$ cat src/rtl/amt_pkg.sv
package amt_pkg;

    typedef enum logic [3:0] {
        ST_IDLE,
        ST_SELECT,
        ST_RD_PROBE,
        ST_GET_PROBE,
        ST_WR_TEST,
        ST_RD_RECHK,
        ST_GET_RECHK,
        ST_RD_TEST,
        ST_GET_TEST,
        ST_JUDGE,
        ST_ADVANCE,
        ST_DONE
    } amt_state_e;

endpackage

$ cat src/rtl/amt_probe_gen.sv
// Forms the test and probe addresses for the current pass and mask bit,
// and tells whether the probe lies inside the window.
module amt_probe_gen #(
    parameter int AW = 16,
    parameter int LW = $clog2(AW + 1),
    parameter int IW = $clog2(AW)
) (
    input  logic [AW-1:0] base_addr,
    input  logic [LW-1:0] win_log2,
    input  logic          pass_hi,
    input  logic [IW-1:0] bit_idx,
    output logic [AW-1:0] test_addr,
    output logic [AW-1:0] probe_addr,
    output logic [AW-1:0] mask,
    output logic          probe_ok
);
    localparam int EW = AW + 1;

    logic [EW-1:0] span;
    logic [EW-1:0] limit;
    logic [AW-1:0] last_word;

    // one-hot decode of the walking bit
    for (genvar j = 0; j < AW; j++) begin : g_mask
        assign mask[j] = (bit_idx == IW'(j));
    end

    always_comb begin
        span      = EW'(1) << win_log2;
        limit     = {1'b0, base_addr} + span;
        last_word = base_addr + span[AW-1:0] - AW'(1);
        test_addr = pass_hi ? last_word : base_addr;
        probe_addr = test_addr ^ mask;
        probe_ok  = ({1'b0, probe_addr} >= {1'b0, base_addr}) &&
                    ({1'b0, probe_addr} <  limit);
    end

endmodule

$ cat src/rtl/amt_capture.sv
// Holds the three readbacks of one probe and produces the write value and
// the mirror verdict from registered copies only.
module amt_capture #(
    parameter int DW = 32
) (
    input  logic          clk,
    input  logic          rst_n,
    input  logic          cap_probe,
    input  logic          cap_rechk,
    input  logic          cap_test,
    input  logic [DW-1:0] rdata,
    output logic [DW-1:0] wr_val,
    output logic          mirrored
);
    logic [DW-1:0] probe_q;
    logic [DW-1:0] rechk_q;
    logic [DW-1:0] test_q;

    always_ff @(posedge clk or negedge rst_n) begin
        if (!rst_n) begin
            probe_q <= '0;
            rechk_q <= '0;
            test_q  <= '0;
        end else begin
            if (cap_probe) probe_q <= rdata;
            if (cap_rechk) rechk_q <= rdata;
            if (cap_test)  test_q  <= rdata;
        end
    end

    assign wr_val   = ~probe_q;
    assign mirrored = (rechk_q == test_q);

endmodule

$ cat src/rtl/addr_mirror_tester.sv
module addr_mirror_tester
    import amt_pkg::*;
#(
    parameter int AW = 16,
    parameter int DW = 32,
    parameter int LW = $clog2(AW + 1)
) (
    input  logic          clk,
    input  logic          rst_n,
    input  logic          start,
    input  logic [AW-1:0] base_addr,
    input  logic [LW-1:0] win_log2,
    output logic          mem_req,
    output logic          mem_we,
    output logic [AW-1:0] mem_addr,
    output logic [DW-1:0] mem_wdata,
    input  logic [DW-1:0] mem_rdata,
    output logic          busy,
    output logic          done,
    output logic          fail,
    output logic [AW-1:0] err_test_addr,
    output logic [AW-1:0] err_probe_addr,
    output logic [AW-1:0] err_mask
);
    localparam int IW = $clog2(AW);
    localparam logic [IW-1:0] TOP_IDX = IW'(AW - 1);

    amt_state_e state_q, state_d;

    logic          pass_q;
    logic [IW-1:0] idx_q;
    logic          fail_q;
    logic [AW-1:0] err_test_q, err_probe_q, err_mask_q;

    logic [AW-1:0] test_addr, probe_addr, mask;
    logic          probe_ok;
    logic [DW-1:0] wr_val;
    logic          mirrored;
    logic          idle_like, accept, last_step;

    amt_probe_gen #(.AW(AW), .LW(LW), .IW(IW)) u_probe (
        .base_addr (base_addr),
        .win_log2  (win_log2),
        .pass_hi   (pass_q),
        .bit_idx   (idx_q),
        .test_addr (test_addr),
        .probe_addr(probe_addr),
        .mask      (mask),
        .probe_ok  (probe_ok)
    );

    amt_capture #(.DW(DW)) u_cap (
        .clk      (clk),
        .rst_n    (rst_n),
        .cap_probe(state_q == ST_GET_PROBE),
        .cap_rechk(state_q == ST_GET_RECHK),
        .cap_test (state_q == ST_GET_TEST),
        .rdata    (mem_rdata),
        .wr_val   (wr_val),
        .mirrored (mirrored)
    );

    assign idle_like = (state_q == ST_IDLE) || (state_q == ST_DONE);
    assign accept    = idle_like && start;
    assign last_step = pass_q && (idx_q == TOP_IDX);

    // next state
    always_comb begin
        state_d = state_q;
        unique case (state_q)
            ST_IDLE:      if (start) state_d = ST_SELECT;
            ST_DONE:      if (start) state_d = ST_SELECT;
            ST_SELECT:    state_d = probe_ok ? ST_RD_PROBE : ST_ADVANCE;
            ST_RD_PROBE:  state_d = ST_GET_PROBE;
            ST_GET_PROBE: state_d = ST_WR_TEST;
            ST_WR_TEST:   state_d = ST_RD_RECHK;
            ST_RD_RECHK:  state_d = ST_GET_RECHK;
            ST_GET_RECHK: state_d = ST_RD_TEST;
            ST_RD_TEST:   state_d = ST_GET_TEST;
            ST_GET_TEST:  state_d = ST_JUDGE;
            ST_JUDGE:     state_d = mirrored ? ST_DONE : ST_ADVANCE;
            ST_ADVANCE:   state_d = last_step ? ST_DONE : ST_SELECT;
            default:      state_d = ST_IDLE;
        endcase
    end

    // state register
    always_ff @(posedge clk or negedge rst_n) begin
        if (!rst_n) state_q <= ST_IDLE;
        else        state_q <= state_d;
    end

    // scan position and fault record
    always_ff @(posedge clk or negedge rst_n) begin
        if (!rst_n) begin
            pass_q      <= 1'b0;
            idx_q       <= '0;
            fail_q      <= 1'b0;
            err_test_q  <= '0;
            err_probe_q <= '0;
            err_mask_q  <= '0;
        end else if (accept) begin
            pass_q <= 1'b0;
            idx_q  <= '0;
            fail_q <= 1'b0;
        end else if (state_q == ST_ADVANCE && !last_step) begin
            if (idx_q == TOP_IDX) begin
                idx_q  <= '0;
                pass_q <= 1'b1;
            end else begin
                idx_q <= idx_q + IW'(1);
            end
        end else if (state_q == ST_JUDGE && mirrored) begin
            fail_q      <= 1'b1;
            err_test_q  <= test_addr;
            err_probe_q <= probe_addr;
            err_mask_q  <= mask;
        end
    end

    // outputs
    always_comb begin
        mem_req   = 1'b0;
        mem_we    = 1'b0;
        mem_addr  = '0;
        mem_wdata = '0;
        unique case (state_q)
            ST_RD_PROBE, ST_RD_RECHK: begin
                mem_req  = 1'b1;
                mem_addr = probe_addr;
            end
            ST_WR_TEST: begin
                mem_req   = 1'b1;
                mem_we    = 1'b1;
                mem_addr  = test_addr;
                mem_wdata = wr_val;
            end
            ST_RD_TEST: begin
                mem_req  = 1'b1;
                mem_addr = test_addr;
            end
            default: ;
        endcase
        busy           = !idle_like;
        done           = (state_q == ST_DONE);
        fail           = fail_q;
        err_test_addr  = err_test_q;
        err_probe_addr = err_probe_q;
        err_mask       = err_mask_q;
    end

endmodule

$ cat config.mk
export PLATFORM = sky130hd
export DESIGN_NAME = addr_mirror_tester
export DESIGN_NICKNAME = d
export VERILOG_FILES = /design/src/rtl/amt_pkg.sv /design/src/rtl/amt_probe_gen.sv /design/src/rtl/amt_capture.sv /design/src/rtl/addr_mirror_tester.sv
export SDC_FILE = /design/constraint.sdc
export NUM_CORES = 1
export LEC_CHECK = 0
export CELL_PAD_IN_SITES_DETAIL_PLACEMENT = 0
export CELL_PAD_IN_SITES_GLOBAL_PLACEMENT = 1
export CORE_ASPECT_RATIO = 0.75
export CORE_UTILIZATION = 37
export DETAILED_ROUTE_END_ITERATION = 6
export HOLD_SLACK_MARGIN = 0.15
export PLACE_DENSITY_LB_ADDON = 0.1
export SLEW_MARGIN = 20
export SYNTH_ARGS = -nofsm -noshare
export SYNTH_HDL_FRONTEND = slang
export SYNTH_SLANG_ARGS = --single-unit
$ cat constraint.sdc
create_clock -name clk -period 4.6 [get_ports clk]
set_clock_uncertainty 0.1 [all_clocks]
set_input_delay 0.69 -clock clk [delete_from_list [all_inputs] [get_ports clk]]
set_output_delay 0.69 -clock clk [all_outputs]
set_load 0.02 [all_outputs]
# Word-level counts from Yosys, hierarchy flattened
# Index checks and enable logic that the tools add are counted.
dict set report totals {
  regBits 154
  input_bits 56
  output_inout_bits 101
  wordCells 89
}
dict set report classes {
  addsub 4
  magnitude_cmp 2
  eq_ne 29
  shifts 1
  muxes 19
  bitwise_logic 4
  reduce_logical 20
}
# cell n
set op_table {}
lappend op_table {{== test 4 bit, second input constant} 12}
lappend op_table {{case mux 4 bit (11 select lines)} 1}
lappend op_table {{== test 32 bit} 1}
lappend op_table {{== test 4 x 3 -> 1 bit, second input constant} 8}
lappend op_table {{2-to-1 mux 32 bit} 1}
lappend op_table {{inverter 32 bit} 1}
lappend op_table {{case mux 16 bit (2 select lines)} 1}
lappend op_table {{2-to-1 mux 4 bit} 6}
lappend op_table {{adder 16 x 17 -> 17 bit} 1}
lappend op_table {{less-than comparator 16 x 17 -> 1 bit} 1}
lappend op_table {{<< shifter 1 x 5 -> 17 bit, first input constant} 1}
lappend op_table {{adder 16 bit} 1}
lappend op_table {{== test 4 x 2 -> 1 bit, second input constant} 4}
lappend op_table {{greater-or-equal comparator 16 bit} 1}
lappend op_table {{2-to-1 mux 16 bit} 1}
lappend op_table {{subtractor 16 x 1 -> 16 bit, second input constant} 1}
lappend op_table {{bitwise XOR 16 bit} 1}
lappend op_table {{2-to-1 mux 1 bit} 9}
lappend op_table {{== test 4 x 1 -> 1 bit, second input constant} 2}
lappend op_table {{zero test 4 bit} 2}
lappend op_table {{nonzero test 2 bit} 3}
lappend op_table {{OR reduction 2 bit} 3}
lappend op_table {{logical AND 1 bit} 5}
lappend op_table {{adder 4 x 1 -> 4 bit, second input constant} 1}
lappend op_table {{other kinds (8)} 11}

# Longest topological paths before layout
# Gate-level depths: netlist of run 1.
dict set report depth {
  word_depth 9
  ltp_mapped 19
  mapped_depth_nobuf 19
}

# Cells and area by module
# From an unflattened synthesis of run 1, not the netlist that was laid out.
dict set report hier_totals {
  cells_unflattened 969
  hier_area_um2 9758.1
}
# mod n_inst cells_per_inst area_per_inst_um2 seq_area_each_um2
set modules_own_cells {}
lappend modules_own_cells {amt_capture 1 314 3953.8 2402.3}
lappend modules_own_cells {amt_probe_gen 1 427 3014.1 0.0}
lappend modules_own_cells {addr_mirror_tester 1 228 2790.2 1451.4}

# Worst setup path before layout of run 1
# OpenSTA, ideal clock, no wires.
dict set report synth_path {
  path_kind {input to register}
  from {input win_log2[2]}
  to {register state_q[3]}
  setup_time_ns 0.145
  arrival_time_ns 4.512
  path_slack_ns -0.156
  path_stages 19
  path_cell_list {nor3_1 nand2_1 ha_1 inv_1 ha_1 fa_1 a211oi_2 o21ai_2 a311oi_2 o21ai_0 a31oi_4 xnor2_1 ha_1 nand2_1 nand4b_1 a2111oi_0 o21ai_0 o31ai_1 o311ai_1}
}
dict set report synth_between {
  elab_chain_cells 9
}
# item line_no
set synth_rtl {}
lappend synth_rtl {{start, declared} addr_mirror_tester.sv:12} ;# input logic [LW-1:0] win_log2,
lappend synth_rtl {{<< shifter 1 x 5 -> 17 bit (*)} amt_probe_gen.sv:29} ;# span = EW'(1) << win_log2;
lappend synth_rtl {{adder 16 bit (*)} amt_probe_gen.sv:31} ;# last_word = base_addr + span[AW-1:0] - AW'(1);
lappend synth_rtl {{subtractor 16 x 1 -> 16 bit (*)} amt_probe_gen.sv:31}
lappend synth_rtl {{2-to-1 mux 16 bit (*)} amt_probe_gen.sv:32} ;# test_addr = pass_hi ? last_word : base_addr;
lappend synth_rtl {{bitwise XOR 16 bit (*)} amt_probe_gen.sv:33} ;# probe_addr = test_addr ^ mask;
lappend synth_rtl {{net probe_addr[13]} addr_mirror_tester.sv:35} ;# logic [AW-1:0] test_addr, probe_addr, mask;
lappend synth_rtl {{less-than comparator 16 x 17 -> 1 bit or greater-or-equal comparator 16 bit (tied branches)} {amt_probe_gen.sv:35, amt_probe_gen.sv:34}}
lappend synth_rtl {{logical AND 1 bit (*)} amt_probe_gen.sv:34} ;# probe_ok = ({1'b0, probe_addr} >= {1'b0, base_addr}) &&
lappend synth_rtl {{2-to-1 mux 4 bit (*)} addr_mirror_tester.sv:73} ;# ST_SELECT: state_d = probe_ok ? ST_RD_PROBE : ST_ADVANCE;
lappend synth_rtl {{case mux 4 bit (11 select lines) (*)} addr_mirror_tester.sv:70} ;# unique case (state_q)
lappend synth_rtl {{end signal, assigned} addr_mirror_tester.sv:90} ;# else state_q <= state_d;
lappend synth_rtl {{end, declared} addr_mirror_tester.sv:28} ;# amt_state_e state_q, state_d;
# Mark *: on every way through the listed nets, which the timed path passes. The rest lies on a longest branch.
# A chain may end at the register's enable or synchronous reset.

# Final worst setup path of run 1
dict set report layout_path {
  from {input win_log2[3]}
  to {output mem_addr[15]}
}
dict set report layout_between {
  elab_chain_cells 6
}
# item line_no
set layout_rtl {}
lappend layout_rtl {{<< shifter 1 x 5 -> 17 bit (*)} amt_probe_gen.sv:29}
lappend layout_rtl {{adder 16 bit (*)} amt_probe_gen.sv:31}
lappend layout_rtl {{subtractor 16 x 1 -> 16 bit (*)} amt_probe_gen.sv:31}
lappend layout_rtl {{2-to-1 mux 16 bit (*)} amt_probe_gen.sv:32}
lappend layout_rtl {{bitwise XOR 16 bit} amt_probe_gen.sv:33}
lappend layout_rtl {{case mux 16 bit (2 select lines) (*)} addr_mirror_tester.sv:127} ;# unique case (state_q)
lappend layout_rtl {{end, declared} addr_mirror_tester.sv:15} ;# output logic [AW-1:0] mem_addr,
# Every way passes the cells marked *; elsewhere a longest branch is shown, timed or not.

==> summary.md, run 1 <==
| Metric | Value |
|---|---|
| Layout cell share with drive strength beyond 1 | `a little under a third` |
| Clock sink count | `154` |
| Period utilization | `101%` |
| Initial antenna violation count | `0` |
| DRT iter0 DRCs | `between 400 and 500` |
| Antenna diodes | `0` |
| Post-synth EDFFs | `0` |
| Avg Cell Area, Syn | `9.76 sq um` |
| DRC viols | `0` |
| Max-cap violation count | `0` |
| Area growth from synthesis to layout | `43.1%` |
| Predominant post-synthesis flop cell | `dfrtp_1` |
| Ranking of synthesized cells by area | `dfrtp_1 39%, mux2_2 12%, ha_1 10%` |
| Final ANT Viol Nets | `0` |
| Final setup margin | `-0.0419 ns` |
| Cell family with most CP delay | `compound AO/OA/AOI/OAI gates` |
| Initial Util | `37.6%` |
| DR WL/cell | `roughly 18 um` |
| Warnings, synthesis | `0` |
| Relative slew slack | `roughly 27%` |
| Fin Setup TNS | `-0.0584 ns` |
| Top cell type's share of synthesized area | `39.4%` |
| Unrepaired setup endpoints after global routing | `yes` |
| Crit path time final | `4.64 ns` |
| Gp weighted congestion | `0.876` |
| Clock root buffer | `clkbuf_16` |
| CP max-delay cell | `fa_2` |
| DR vias | `8346` |
| Net Count, Synth | `1138` |
| Routed wire length | `30700 um` |
| Crit path kind | `in2out` |
| Synth async-reset ratio | `100%` |
| Dpl hpwl | `about 23000 um` |
| GRT overflow | `0` |
| Area of the core | `0.0260 sq mm` |
| Die Footprint | `roughly 0.027 sq mm` |
| Netlist cell types | `68` |
| RR Startpoint | `idx_q[0]` |
| TritonRoute pass-1 iters | `5` |
| Synth area leader | `dfrtp_1` |
| Failing checks | `setup timing` |
| CTS max path bufs | `2` |
| CTS Hold Bufs | `0` |
| Die width | `190 um` |
| Mapped cell area | `0.00977 sq mm` |
| Sequential cell area fraction in the yosys report | `around two fifths` |
| Via density | `between 4 and 5` |
| Leakage | `6.46 nW` |
| Final Max Slew Viols | `0` |
| Worst setup EP type | `output port` |
| CP required | `around 3.8 ns` |
| Total GRT Usage | `23.2%` |
| Total power | `roughly 0.0064 W` |
| CTS tree | `yes` |
| #FFs+latches synth | `about 150` |
| Slew @ Worst Pin | `approximately 1.1 ns` |
| Number of I/O port buffers | `156` |
| Clk slew on worst S/H paths | `approximately 0.060 ns` |
| Worst R2R Path Depth | `14` |
| Dpl ws | `-1.20 ns` |
| Worst IR drop on VDD | `between 200 and 300 uV` |
| Layout net count | `1465` |
| Pwr dens | `458 mW/mm^2` |
| Critical Path AT | `3.85 ns` |
| Worst setup SP type | `input pin` |
| Clock Latency Late Sink | `approximately 0.43 ns` |
| Cell with the most instances after synthesis | `dfrtp_1` |
| Ports | `157` |
| Reg2Reg Setup Slack | `approximately 1.2 ns` |
| Multi-input gate area | `0.00593 sq mm` |
| Largest net degree at the start of global routing | `99` |
| Buf+Inv Stages, Crit Path | `4` |
| Hold Vio Cnt, Final | `0` |
| Hold Path Class | `in2async` |
| Vias in the first global route | `approximately 8300` |
| Outcome | `complete, but fails checks` |
| Final setup vio count | `3` |
| Worst-path maximum fanout | `4` |
| Cts bufs inserted | `17` |
| Register area | `0.00385 sq mm` |
| Worst path max stage delay | `0.41 ns` |
| Achievable Freq | `215 MHz` |
| R2r endpoint | `state_q[3]` |
| Wire length of the first global-routing pass | `47200 um` |
| # fillers | `about 2400` |
| Synth Instances | `1001` |
| Die Ht | `about 140 um` |
| Cell Rows | `51` |
| CP Cell Sequence | `buf_8, nor3_4, nand2_4, ha_4, inv_2, ha_4, fa_2, a211oi_4, o21ai_4, a311oi_4, buf_4, a211o_1, nand2_2, or2_4, mux2i_1, buf_4` |
| Commonest cells post-synth | `154 x dfrtp_1, 117 x nand2_1, 105 x mux2_2` |
| H-tree depth | `4` |
==> routing by layer <==
| metal | track usage, % | part of all wire [%] | routed length (um) |
|---|---|---|---|
| met1 | 35.9 | 53 | 16400 |
| met2 | 32.5 | 40 | 12400 |
| met3 | 4.42 | 4.9 | 1500 |
| met4 | 5.39 | 1.3 | 392 |
| met5 | 0 | 0 | 0 |
==> kinds of logic (layout without fill, tap and decap cells) <==
family | count (synthesis) | in the layout | synth area share, %
simple gates | 301 | 301 | 14.4
compound gates | 167 | 167 | 11.5
flops | 154 | 154 | 39.4
mux | 117 | 117 | 13.4
buf+inv | 109 | 448 | 4.34
fa+ha+maj | 81 | 81 | 10.5
xor+xnor | 72 | 72 | 6.45
==> worst register-to-register path, delay by kind of cell (launching register included) <==
kind	cells	cell delay (ns)
fa+ha+maj	2	0.57
compound gates	3	0.72
buf+inv	2	0.37
simple gates	7	1.10
flops	1	0.43
==> state kept, by name, indices dropped and copies added (netlist names) <==
register        flops
err_mask           16
fail                1
err_probe_addr     16
err_test_addr      16
state_q             4
u_cap.probe_q      32
u_cap.rechk_q      32
idx_q               4
u_cap.test_q       32
pass_q              1
==> report_power, final <==
group	total [W]	internal, W	leakage, nW	switching (W)
sequential	0.00221	0.00186	1.88	0.000347
clock	0.00136	0.000749	0.262	0.000608
combinational	0.00285	0.00139	4.32	0.00146
total	0.00641	0.00400	6.46	0.00242
==> worst max-delay path by stage <==
| stage | from | end | slack (ns) | cells after the start |
|---|---|---|---|---|
| 2_1_floorplan | win_log2[2] | state_q[3] | 0.003 | 19 |
| 6_report | win_log2[3] | mem_addr[15] | -0.04 | 16 |
| 3_3_place_gp | win_log2[2] | mem_addr[13] | -1.02 | 15 |
| 3_5_place_dp | win_log2[2] | state_q[3] | -1.20 | 20 |
| 5_1_grt | win_log2[3] | state_q[3] | -0.21 | 22 |
| 4_1_cts | win_log2[4] | state_q[3] | -0.14 | 20 |
==> metrics by stage <==
stage,cell area [sq um],util (%),std cells,hold WS (ns)
CTS,13800,53.0,1674,0.317
global route,14000,53.9,1684,0.352
global placement,12900,49.6,1630,0.354
detailed placement,12900,49.6,1630,0.360
floorplan,9790,-,1001,0.294
finish,14000,53.9,1684,0.266
==> placed cells by master, fill, tap and decap left out, types with 5 or more instances in the layout <==
cell	count
o21ai_0	44
buf_4	186
mux2_2	105
nand3_1	18
a21oi_1	34
buf_6	8
inv_1	70
nor4_1	6
nor3_1	8
ha_4	12
dfrtp_1	154
and2_1	5
nand4_1	13
ha_1	64
xnor2_1	44
nand2_1	110
nand2b_1	11
o211ai_1	6
a21o_1	13
inv_2	5
nor2b_1	8
clkdlybuf4s50_1	136
mux2i_1	8
nor2_1	76
nand2_2	5
xor2_1	25
clkbuf_16	17
==> timing repair <==
action / 4_1_cts / 5_1_grt
gates resized for setup: 113 / 44
setup endpoints to repair: 15 / 13
pin swaps: 31 / 33
setup buffers: 15 / 10
==> final cells by class <==
class / instances / area share, %
clock buffer: 19 / 3.09
clock inverter: 12 / 0.841
inverter: 75 / 2.01
multi-input combinational: 738 / 42.4
sequential: 154 / 27.5
tap: 344 / 3.08
timing repair buffer: 342 / 21.1
Note: power is estimated with default switching activity, not from simulation.
==> inputs of run 2 (changes only) <==
Settings changed: CAP_MARGIN from default to 20.
==> results of run 2 <==
Final layout, timing and power as in run 1 (identical DEF).
